--- config.mk ---
export PLATFORM = sky130hd
export DESIGN_NAME = vram_arbiter
export DESIGN_NICKNAME = d
export VERILOG_FILES = /design/src/rtl/vram_arb_pkg.sv /design/src/rtl/vram_arb_timing.sv /design/src/rtl/vram_arb_decide.sv /design/src/rtl/vram_arb_budget.sv /design/src/rtl/vram_arbiter.sv
export SDC_FILE = /design/constraint.sdc
export NUM_CORES = 1
export LEC_CHECK = 0
export BUFFER_PORTS_ARGS = -buffer_cell sky130_fd_sc_hd__buf_2
export CAP_MARGIN = 15
export CORE_MARGIN = 4
export CORE_UTILIZATION = 49
export CTS_CLUSTER_SIZE = 8
export DETAILED_ROUTE_END_ITERATION = 7
export PLACE_DENSITY = 0.81
export SETUP_SLACK_MARGIN = 0.05
export SLEW_MARGIN = 10
export SYNTH_ARGS = -nofsm -noshare
export SYNTH_HDL_FRONTEND = slang
export SYNTH_SLANG_ARGS = --single-unit
--- constraint.sdc ---
create_clock -name clk -period 3.9 [get_ports clk]
set_input_delay 0.585 -clock clk [delete_from_list [all_inputs] [get_ports clk]]
set_output_delay 0.585 -clock clk [all_outputs]
set_load 0.01 [all_outputs]
--- src/rtl/vram_arb_pkg.sv ---
package vram_arb_pkg;

   localparam int NBANKS  = 3;
   localparam int OFS_W   = 16;
   localparam int BANK_AW = 15;

   typedef enum logic [1:0] {
      BANK_MAIN = 2'd0,
      BANK_LO   = 2'd1,
      BANK_HI   = 2'd2
   } bank_e;

   function automatic bank_e bank_of(input logic [OFS_W-1:0] w);
      if (!w[15])     return BANK_MAIN;
      else if (w[13]) return BANK_HI;
      else            return BANK_LO;
   endfunction

   function automatic logic [BANK_AW-1:0] word_index(input logic [OFS_W-1:0] w);
      if (w[15]) return {2'b00, w[12:0]};
      else       return w[14:0];
   endfunction

   function automatic logic bg_owns(input bank_e b, input logic bitmap);
      return (b == BANK_MAIN) || (b == BANK_LO && bitmap);
   endfunction

   function automatic logic spr_owns(input bank_e b, input logic bitmap);
      return (b == BANK_HI) || (b == BANK_LO && !bitmap);
   endfunction

endpackage

--- src/rtl/vram_arb_timing.sv ---
module vram_arb_timing #(
   parameter int LINE_DOTS   = 1232,
   parameter int TOTAL_LINES = 228,
   parameter int VIS_LINES   = 160,
   localparam int HW = $clog2(LINE_DOTS),
   localparam int VW = $clog2(TOTAL_LINES)
) (
   input  logic          clk,
   input  logic          rst_n,
   output logic [HW-1:0] hpos,
   output logic [VW-1:0] vpos,
   output logic          line_end,
   output logic          active
);

   localparam logic [HW-1:0] H_LAST = HW'(LINE_DOTS - 1);
   localparam logic [VW-1:0] V_LAST = VW'(TOTAL_LINES - 1);
   localparam logic [VW-1:0] V_VIS  = VW'(VIS_LINES);

   assign line_end = (hpos == H_LAST);
   assign active   = (vpos < V_VIS);

   always_ff @(posedge clk or negedge rst_n) begin
      if (!rst_n) begin
         hpos <= '0;
         vpos <= '0;
      end else if (line_end) begin
         hpos <= '0;
         vpos <= (vpos == V_LAST) ? '0 : vpos + 1'b1;
      end else begin
         hpos <= hpos + 1'b1;
      end
   end

endmodule

--- src/rtl/vram_arb_decide.sv ---
module vram_arb_decide
   import vram_arb_pkg::*;
(
   input  logic             active,
   input  logic             bitmap,
   input  logic             has_slot,
   input  logic             cpu_req,
   input  logic [OFS_W-1:0] cpu_addr,
   input  logic             bg_req,
   input  logic [OFS_W-1:0] bg_addr,
   input  logic             spr_req,
   input  logic [OFS_W-1:0] spr_addr,
   output bank_e            cpu_bank,
   output bank_e            bg_bank,
   output bank_e            spr_bank,
   output logic             cpu_win,
   output logic             bg_win,
   output logic             spr_win,
   output logic             spr_refuse,
   output logic             cpu_steal
);

   logic spr_ok;

   always_comb begin
      cpu_bank   = bank_of(cpu_addr);
      bg_bank    = bank_of(bg_addr);
      spr_bank   = bank_of(spr_addr);
      // background fetches have first claim on their banks
      bg_win     = active && bg_req && bg_owns(bg_bank, bitmap);
      cpu_win    = cpu_req && !(bg_win && (bg_bank == cpu_bank));
      spr_ok     = active && spr_req && spr_owns(spr_bank, bitmap);
      spr_refuse = spr_ok && !has_slot;
      spr_win    = spr_ok && has_slot && !(cpu_win && (cpu_bank == spr_bank));
      cpu_steal  = active && cpu_win;
   end

endmodule

--- src/rtl/vram_arb_budget.sv ---
module vram_arb_budget #(
   parameter int RELOAD = 272,
   localparam int BW = $clog2(RELOAD + 1)
) (
   input  logic clk,
   input  logic rst_n,
   input  logic line_end,
   input  logic spr_take,
   input  logic cpu_take,
   input  logic refuse,
   output logic has_slot,
   output logic dropout
);

   logic [BW-1:0] left;
   logic [BW-1:0] dec;

   assign dec      = BW'({1'b0, spr_take}) + BW'({1'b0, cpu_take});
   assign has_slot = (left != '0);

   always_ff @(posedge clk or negedge rst_n) begin
      if (!rst_n) begin
         left    <= BW'(RELOAD);
         dropout <= 1'b0;
      end else begin
         if (line_end)        left <= BW'(RELOAD);
         else if (left > dec) left <= left - dec;
         else                 left <= '0;
         if (refuse) dropout <= 1'b1;
      end
   end

endmodule

--- src/rtl/vram_arbiter.sv ---
module vram_arbiter
   import vram_arb_pkg::*;
#(
   parameter int LINE_DOTS     = 1232,
   parameter int TOTAL_LINES   = 228,
   parameter int VIS_LINES     = 160,
   parameter int VIS_PIX       = 240,
   parameter int SLOTS_PER_PIX = 4,
   parameter int DATA_W        = 16,
   localparam int HW = $clog2(LINE_DOTS),
   localparam int VW = $clog2(TOTAL_LINES)
) (
   input  logic                      clk,
   input  logic                      rst_n,
   input  logic [2:0]                mode,
   input  logic                      cpu_req,
   input  logic                      cpu_we,
   input  logic [OFS_W-1:0]          cpu_addr,
   input  logic [DATA_W-1:0]         cpu_wdata,
   output logic                      cpu_gnt,
   output logic                      cpu_wait,
   output logic                      cpu_rvalid,
   output logic [DATA_W-1:0]         cpu_rdata,
   input  logic                      bg_req,
   input  logic [OFS_W-1:0]          bg_addr,
   output logic                      bg_gnt,
   output logic                      bg_rvalid,
   output logic [DATA_W-1:0]         bg_rdata,
   input  logic                      spr_req,
   input  logic [OFS_W-1:0]          spr_addr,
   output logic                      spr_gnt,
   output logic                      spr_rvalid,
   output logic [DATA_W-1:0]         spr_rdata,
   output logic [HW-1:0]             hpos,
   output logic [VW-1:0]             vpos,
   output logic                      vblank,
   output logic                      spr_dropout,
   output logic [NBANKS-1:0]         bank_en,
   output logic [NBANKS-1:0]         bank_we,
   output logic [NBANKS*BANK_AW-1:0] bank_addr,
   output logic [NBANKS*DATA_W-1:0]  bank_wdata,
   input  logic [NBANKS*DATA_W-1:0]  bank_rdata
);

   localparam int BG_SLOTS = VIS_PIX * SLOTS_PER_PIX;
   localparam int RELOAD   = LINE_DOTS - BG_SLOTS;

   if (RELOAD < 2) begin : g_bad_line
      $error("line too short for background plus sprite slots");
   end
   if (VIS_LINES < 1 || VIS_LINES >= TOTAL_LINES) begin : g_bad_frame
      $error("visible lines must leave at least one blank line");
   end

   logic  line_end, active, has_slot;
   logic  cpu_win, bg_win, spr_win, spr_refuse, cpu_steal;
   bank_e cpu_bank, bg_bank, spr_bank;

   vram_arb_timing #(
      .LINE_DOTS  (LINE_DOTS),
      .TOTAL_LINES(TOTAL_LINES),
      .VIS_LINES  (VIS_LINES)
   ) u_timing (
      .clk     (clk),
      .rst_n   (rst_n),
      .hpos    (hpos),
      .vpos    (vpos),
      .line_end(line_end),
      .active  (active)
   );

   assign vblank = !active;

   vram_arb_decide u_decide (
      .active    (active),
      .bitmap    (mode >= 3'd3),
      .has_slot  (has_slot),
      .cpu_req   (cpu_req),
      .cpu_addr  (cpu_addr),
      .bg_req    (bg_req),
      .bg_addr   (bg_addr),
      .spr_req   (spr_req),
      .spr_addr  (spr_addr),
      .cpu_bank  (cpu_bank),
      .bg_bank   (bg_bank),
      .spr_bank  (spr_bank),
      .cpu_win   (cpu_win),
      .bg_win    (bg_win),
      .spr_win   (spr_win),
      .spr_refuse(spr_refuse),
      .cpu_steal (cpu_steal)
   );

   vram_arb_budget #(.RELOAD(RELOAD)) u_budget (
      .clk     (clk),
      .rst_n   (rst_n),
      .line_end(line_end),
      .spr_take(spr_win),
      .cpu_take(cpu_steal),
      .refuse  (spr_refuse),
      .has_slot(has_slot),
      .dropout (spr_dropout)
   );

   // grant stage and read-return stage
   bank_e cpu_tag1, bg_tag1, spr_tag1, cpu_tag2, bg_tag2, spr_tag2;
   logic  cpu_rd1;

   always_ff @(posedge clk or negedge rst_n) begin
      if (!rst_n) begin
         cpu_gnt    <= 1'b0;
         bg_gnt     <= 1'b0;
         spr_gnt    <= 1'b0;
         cpu_wait   <= 1'b0;
         cpu_rd1    <= 1'b0;
         cpu_rvalid <= 1'b0;
         bg_rvalid  <= 1'b0;
         spr_rvalid <= 1'b0;
         cpu_tag1   <= BANK_MAIN;
         bg_tag1    <= BANK_MAIN;
         spr_tag1   <= BANK_MAIN;
         cpu_tag2   <= BANK_MAIN;
         bg_tag2    <= BANK_MAIN;
         spr_tag2   <= BANK_MAIN;
      end else begin
         cpu_gnt    <= cpu_win;
         bg_gnt     <= bg_win;
         spr_gnt    <= spr_win;
         cpu_wait   <= cpu_req && !cpu_win;
         cpu_rd1    <= cpu_win && !cpu_we;
         cpu_rvalid <= cpu_rd1;
         bg_rvalid  <= bg_gnt;
         spr_rvalid <= spr_gnt;
         cpu_tag1   <= cpu_bank;
         bg_tag1    <= bg_bank;
         spr_tag1   <= spr_bank;
         cpu_tag2   <= cpu_tag1;
         bg_tag2    <= bg_tag1;
         spr_tag2   <= spr_tag1;
      end
   end

   assign cpu_rdata = bank_rdata[int'(cpu_tag2)*DATA_W +: DATA_W];
   assign bg_rdata  = bank_rdata[int'(bg_tag2)*DATA_W +: DATA_W];
   assign spr_rdata = bank_rdata[int'(spr_tag2)*DATA_W +: DATA_W];

   for (genvar b = 0; b < NBANKS; b++) begin : g_bank
      logic               hit_bg, hit_cpu, hit_spr;
      logic               en_q, we_q;
      logic [BANK_AW-1:0] addr_q;
      logic [DATA_W-1:0]  wd_q;

      assign hit_bg  = bg_win  && (bg_bank  == bank_e'(b));
      assign hit_cpu = cpu_win && (cpu_bank == bank_e'(b));
      assign hit_spr = spr_win && (spr_bank == bank_e'(b));

      always_ff @(posedge clk or negedge rst_n) begin
         if (!rst_n) begin
            en_q   <= 1'b0;
            we_q   <= 1'b0;
            addr_q <= '0;
            wd_q   <= '0;
         end else begin
            en_q <= hit_bg || hit_cpu || hit_spr;
            we_q <= hit_cpu && cpu_we;
            if (hit_bg)       addr_q <= word_index(bg_addr);
            else if (hit_cpu) addr_q <= word_index(cpu_addr);
            else if (hit_spr) addr_q <= word_index(spr_addr);
            if (hit_cpu) wd_q <= cpu_wdata;
         end
      end

      assign bank_en[b]                        = en_q;
      assign bank_we[b]                        = we_q;
      assign bank_addr[b*BANK_AW +: BANK_AW]   = addr_q;
      assign bank_wdata[b*DATA_W +: DATA_W]    = wd_q;
   end

endmodule

==> results of run 1 <==
[per-stage QoR]
step / std cells / power [W] / util / hold slack [ns] / worst slack, ns
after floorplan: 732 / 0.002462 / - / 0.2894 / 0.6171
after global placement: 1182 / 0.002908 / 0.6142 / 0.3326 / 0.3634
after detailed placement: 1182 / 0.002939 / 0.6142 / 0.3371 / 0.2965
after CTS: 1214 / 0.004613 / 0.6553 / 0.2527 / 0.4434
after global routing: 1218 / 0.004795 / 0.6560 / 0.2776 / 0.2897
final: 1219 / 0.004578 / 0.6562 / 0.2168 / 0.4557
[layout make-up]
cell class | count | area [sq um] | area share
Multi-Input combinational cell | 528 | 3368 | 0.3518
Clock inverter | 12 | 153.9 | 0.01608
Timing Repair Buffer | 310 | 1610 | 0.1682
Sequential cell | 148 | 3706 | 0.3871
Antenna cell | 5 | 12.51 | 0.001307
Tap cell | 184 | 230.2 | 0.02405
Clock buffer | 20 | 446.7 | 0.04666
Inverter | 12 | 45.04 | 0.004705
[logic make-up after synthesis]
| group | after synthesis |
|---|---|
| AND/OR/NAND/NOR | 263 |
| AO/OA/AOI/OAI | 149 |
| flip-flops | 148 |
| multiplexers | 95 |
| buffers and inverters | 56 |
| XOR/XNOR | 15 |
| adder cells (fa/ha/maj) | 6 |
[cell usage after synthesis, types with 6 or more instances]
library cell  count
nand2_1         155
dfrtp_1         146
o21ai_0          84
mux2i_1          63
nor2_1           49
mux2_2           32
a221o_1          26
clkbuf_1         26
a21oi_1          17
inv_1            11
and2_1            8
buf_2             8
xor2_1            8
buf_4             7
nor3_1            7
xnor2_1           7
a21o_1            6
and3_1            6
nand4_1           6
nor2b_1           6
[flip-flops by register name, indices dropped and copies added, names as in the netlist, 2 cells and up]
signal and cells:
cpu_tag1 2, u_timing.hpos 11, bg_tag1 2, cpu_tag2 2
spr_tag1 2, u_budget.left 9, spr_tag2 2, g_bank.wd_q 48
g_bank.en_q 3, g_bank.addr_q 45, u_timing.vpos 8, g_bank.we_q 3
bg_tag2 2
[metal layers]
metal	wire length (microns)	global-route usage	up-vias
met3	2003	0.07204	69
met4	1033	0.1363	0
met2	10770	0.4125	336
met5	0	0	-
li1	-	-	3137
met1	8614	0.3177	3200
[power groups by stage]
stage	registers [W]	logic [W]	clock network, W
after global routing	0.00195	0.00110	0.00175
after global placement	0.00193	0.000976	0
after floorplan	0.00199	0.000473	0
final	0.00192	0.000999	0.00166
after CTS	0.00192	0.00101	0.00169
after detailed placement	0.00194	0.00100	0
[worst max-delay path: stages, from the launching register on]
cell     delay (ns)
dfrtp_1        0.41
or4_1          0.53
nor4_2         0.25
or2_2          0.23
nor2_1         0.06
ha_1           0.27
ha_1           0.13
inv_1          0.07
fa_1           0.41
nor3_1         0.25
nand2_1        0.13
or3_1          0.35
a21oi_1        0.17
o31ai_1        0.09
[worst max-delay path by stage]
stage / to / slack (ns) / cells after the start
2_1_floorplan: u_budget.left[8]$_DFF_PN1_ / 0.62 / 13
6_report: u_budget.left[8]$_DFF_PN1_ / 0.46 / 13
3_3_place_gp: u_budget.left[8]$_DFF_PN1_ / 0.36 / 14
4_1_cts: u_budget.left[8]$_DFF_PN1_ / 0.44 / 13
5_1_grt: u_budget.left[8]$_DFF_PN1_ / 0.29 / 13
3_5_place_dp: u_budget.left[8]$_DFF_PN1_ / 0.30 / 13
==> run summary, run 1 <==
outcome: finished clean
Max-Cap Viols: 0
DRC: 0
total number of vias: 6742
vias in the first global route: 6268
Synth Flop Type: dfrtp_1
clock tree buffer depth: 2
FF-to-FF Start: u_budget.left[1]$_DFF_PN0_
Pwr Density: 478.2 nW/um^2
Max VDD drop: 0.4613 mV
critical path arrival: 3.78 ns
Placer Congestion: 0.9412
reg-to-reg slack, setup: 0.46 ns
hpwl dp: 16890 microns
setup_tns: 0 ns
antenna-violating nets left: 0
number of synthesized flops with an enable pin: 0
Leak: 4.693 nW
worst-path fanout max: 3
cells resized by post-CTS repair: 0
Net count, final: 1144
worst setup path start: u_budget.left[1]$_DFF_PN0_
largest net degree at the start of global routing: 92
Period Utilization, post-route: 0.8832
Die Area: 16950 sq um
adder-cell area share of the yosys netlist: 0.01129
vias per cell: 5.531
Area Overhead vs Synth: 30.83%
Clk pwr share: 0.363
post-synthesis mux area share: 0.1354
final wirelength: 22420 microns
drt wl/cell: 18.39 microns
switching power: 0.001343 W
worst clock skew: 0.005308 ns
Synth Area in XOR/XNOR: 0.01795
H-Tree Level Count: 4
Final Max Tran Viols: 0
Mapped Area: 7317 sq um
commonest non-fill, non-tap cell in the layout: buf_2
startpoint types: flip-flop
CTS Buf Count: 17
grt total ovfl: 0
RSZ-0062 raised after global routing: no
simple-gate share of the synthesized area: 0.1618
Setup Viol. Count Final: 0
CTS Root Buffer Type: clkbuf_16
Sink Count: 148
Syn Area/Cell: 9.996 sq um
Setup crit end kind: flip-flop
FP Rows: 44
num ports: 296
Clock Latency Late Sink: 0.42 ns
Slew HR: 0.3729
first drt pass iteration count: 5
Hold-fix buffers, CTS: 0
Max Fclk: 0.2903 GHz
Die Span Y: 130.2 microns
Worst R2R End: u_budget.left[8]$_DFF_PN1_
critical path required time: 4.24 ns
post-synthesis cell type count: 56
final-layout fill cell count: 1164
Min Clock Period, post-route: 3.444 ns
Syn Inst Count: 732
Synthesized Nets: 859
asr flop ratio synth: 1.000
Hold Path Class: in -> async
Placed Area: 8960 sq um
Logic pwr share: 0.218
most frequent cells in the layout: 293 x buf_2, 155 x nand2_1, 146 x dfrtp_1, 84 x o21ai_0, 63 x mux2i_1
Sw Ratio: 0.2934
Reg power frac: 0.419
Yosys warnings: 0
Seq/Total Area, Yosys: 0.5065
largest family of logic cells by synthesized area: simple AND/OR/NAND/NOR gates
worst setup path category: reg -> reg
Initial Util: 0.5015
cell taking the most area after synthesis: dfrtp_1
worst reg2reg path depth: 13
top cell type's share of synthesized area: 0.4993
initial antenna violation count: 4
Int Power: 0.003235 W
Clock transition at path regs: 0.06 ns
CTS tree: yes
core area: 14590 sq um
Yosys reg bits: 148
number of port buffers: 294
Synth Area in Compound Gates: 0.1324
actual slew at the worst max-slew pin: 0.9396 ns
post-route cell area: 9573 sq um
total global-route track usage: 0.2575
final hold viol count: 0
Initial DRC Count: 458
Area contributors post-synth: dfrtp_1 50%, mux2i_1 8.6%, nand2_1 8.0%, o21ai_0 5.7%, mux2_2 4.9%
Die X: 130.2 microns
global-route wire length before repair: 33550 microns
setup bufs post-CTS: 0
layout cells sized above 1: 0.3806
Note: power is estimated with default switching activity, not from simulation.
==> run 2, diff against run 1 <==
Settings changed: CORE_UTILIZATION 49 to 45, PLACE_DENSITY 0.81 to 0.75.
Clock period 3.9 ns to 4 ns, I/O delays scaled along.
==> run summary, run 2 (same netlist as run 1, synthesis figures left out) <==
Max VDD drop: 0.2881 mV (-38%)
Period Utilization, post-route: 0.8729 (-0.01030)
Max-Cap Viols: 0 (unchanged)
antenna-violating nets left: 0 (unchanged)
largest registers: g_bank.wd_q (48), g_bank.addr_q (45), u_timing.hpos (11)
Hold-fix buffers, CTS: 0 (unchanged)
CP max-delay cell: or4_1
vias per cell: 5.251 (-5.1%)
Min Clock Period, post-route: 3.491 ns (+0.04713 ns)
Bufs and invs on worst path: 1 (unchanged)
reg-to-reg slack, setup: 0.51 ns (+0.05 ns)
most frequent cells in the layout: 293 x buf_2, 155 x nand2_1, 146 x dfrtp_1, 84 x o21ai_0, 63 x mux2i_1
worst reg2reg path depth: 13 (unchanged)
Max Fclk: 0.2864 GHz (-1.3%)
worst path cell trace: or4_1 > nor4_2 > or2_2 > nor2_1 > ha_1 > ha_1 > inv_1 > fa_1 > nor3_1 > nand2_1 > or3_1 > a21oi_1 > o31ai_1
drt wl/cell: 18.10 microns (-1.6%)
Top Family by Delay on Critical Path: simple AND/OR/NAND/NOR gates
Clock transition at path regs: 0.06 ns (about the same)
total global-route track usage: 0.2412 (-0.01633)
outcome: finished clean
CTS Root Buffer Type: clkbuf_16
H-Tree Level Count: 4 (unchanged)
commonest non-fill, non-tap cell in the layout: buf_2
Area Overhead vs Synth: 31.07%
worst hold slack: 0.2747 ns (+0.05796 ns)
setup_tns: 0 ns (unchanged)
vias in the first global route: 6355 (+1.4%)
Logic pwr share: 0.221 (+0.003)
final wirelength: 22600 microns (+0.82%)
worst setup path start: u_budget.left[1]$_DFF_PN0_
setup bufs post-CTS: 0 (unchanged)
M2 GR Usage: 0.3935 (-0.01896)
DRC: 0 (unchanged)
first drt pass iteration count: 5 (unchanged)
Worst R2R End: u_budget.left[8]$_DFF_PN1_
switching power: 0.001284 W (-4.4%)
Leak: 4.679 nW (-0.31%)
CP most frequent cell: ha_1
initial antenna violation count: 5 (+1)
FP Rows: 46 (+4.5%)
Largest register FFs: 48 (unchanged)
core area: 15890 sq um (+8.9%)
largest net degree at the start of global routing: 101 (+9.8%)
Slew HR: 0.3833 (+0.01038)
worst clock skew: 0.01188 ns (+0.006574 ns)
final-layout fill cell count: 1407 (+21%)
Reg power frac: 0.420 (about the same)
Die X: 135.5 microns (+4.1%)
CTS tree: yes
Initial DRC Count: 497 (+8.5%)
startpoint types: flip-flop
Clock Latency Late Sink: 0.42 ns (about the same)
GR Util met1: 0.3002 (-0.01754)
critical path required time: 4.34 ns (+0.10 ns)
CTS Buf Count: 17 (unchanged)
Die Area: 18360 sq um (+8.3%)
worst-path fanout max: 3 (unchanged)
cells resized by post-CTS repair: 0 (unchanged)
GR peak layer: met2
RSZ-0062 raised after global routing: no
hpwl dp: 16960 microns (+0.44%)
Worst path max stage delay: 0.53 ns (about the same)
Sink Count: 148 (unchanged)
Int Power: 0.003151 W (-2.6%)
num ports: 296 (unchanged)
Placer Congestion: 0.9249 (-1.7%)
actual slew at the worst max-slew pin: 0.9240 ns (-0.01555 ns)
Setup Viol. Count Final: 0 (unchanged)
worst setup path category: reg -> reg
Initial Util: 0.4606 (-0.04093)
global-route wire length before repair: 34530 microns (+2.9%)
critical path arrival: 3.83 ns (+0.05 ns)
Pwr Density: 462.5 nW/um^2 (-3.3%)
Clk pwr share: 0.359 (-0.004)
Setup crit end kind: flip-flop
Hold Path Class: in -> async
number of port buffers: 294 (unchanged)
final hold viol count: 0 (unchanged)
Net count, final: 1143 (-0.087%)
Sw Ratio: 0.2895 (-0.003828)
total number of vias: 6559 (-2.7%)
grt total ovfl: 0 (unchanged)
Die Span Y: 135.5 microns (+4.1%)
layout cells sized above 1: 0.3765 (-0.004123)
FF-to-FF Start: u_budget.left[1]$_DFF_PN0_
met3 Use GR: 0.06166 (-0.01038)
Final Max Tran Viols: 0 (unchanged)
clock tree buffer depth: 2 (unchanged)
most flop-heavy register: g_bank.wd_q
## run 2: layout make-up
class | count | area (sq um) | area share
multi-input cells | 528 | 3368 | 0.3512
repair buffers | 309 | 1603 | 0.1671
flip-flops and latches | 148 | 3706 | 0.3864
diodes | 5 | 12.51 | 0.001305
clock buffers | 23 | 457.9 | 0.04775
clock inverters | 8 | 127.6 | 0.01331
inverters | 12 | 45.04 | 0.004697
well taps | 216 | 270.3 | 0.02818
## run 2: worst max path at each step
stage	to	cells past startpoint
floorplan	u_budget.left[8]$_DFF_PN1_	13
global placement	u_budget.left[8]$_DFF_PN1_	14
detailed placement	u_budget.left[8]$_DFF_PN1_	14
CTS	u_budget.left[8]$_DFF_PN1_	13
global route	u_budget.left[8]$_DFF_PN1_	13
finish	u_budget.left[8]$_DFF_PN1_	13
## run 2: metrics by stage
stage | std cells | area, sq um | power [W] | setup WS, ns | utilization
2_1_floorplan | 732 | 7317 | 0.002401 | 0.7021 | -
3_3_place_gp | 1213 | 8992 | 0.002837 | 0.4261 | 0.5661
3_5_place_dp | 1213 | 8992 | 0.002864 | 0.3430 | 0.5661
4_1_cts | 1244 | 9578 | 0.004464 | 0.4950 | 0.6029
5_1_grt | 1249 | 9590 | 0.004660 | 0.2727 | 0.6037
6_report | 1249 | 9590 | 0.004436 | 0.5086 | 0.6037
## run 2: metal layers
| layer | share of wire | vias up | wire length, microns |
|---|---|---|---|
| met4 | 0.035 | 0 | 797 |
| met1 | 0.39 | 3104 | 8842 |
| met2 | 0.49 | 287 | 11000 |
| met5 | 0 | - | 0 |
| li1 | - | 3125 | - |
| met3 | 0.087 | 43 | 1966 |
## run 2: power groups by stage
| stage | logic (W) | clock network (W) | registers, W |
|---|---|---|---|
| 4_1_cts | 0.000986 | 0.00162 | 0.00186 |
| 3_3_place_gp | 0.000962 | 0 | 0.00187 |
| 6_report | 0.000979 | 0.00159 | 0.00186 |
| 5_1_grt | 0.00108 | 0.00169 | 0.00189 |
| 3_5_place_dp | 0.000980 | 0 | 0.00188 |
| 2_1_floorplan | 0.000461 | 0 | 0.00194 |
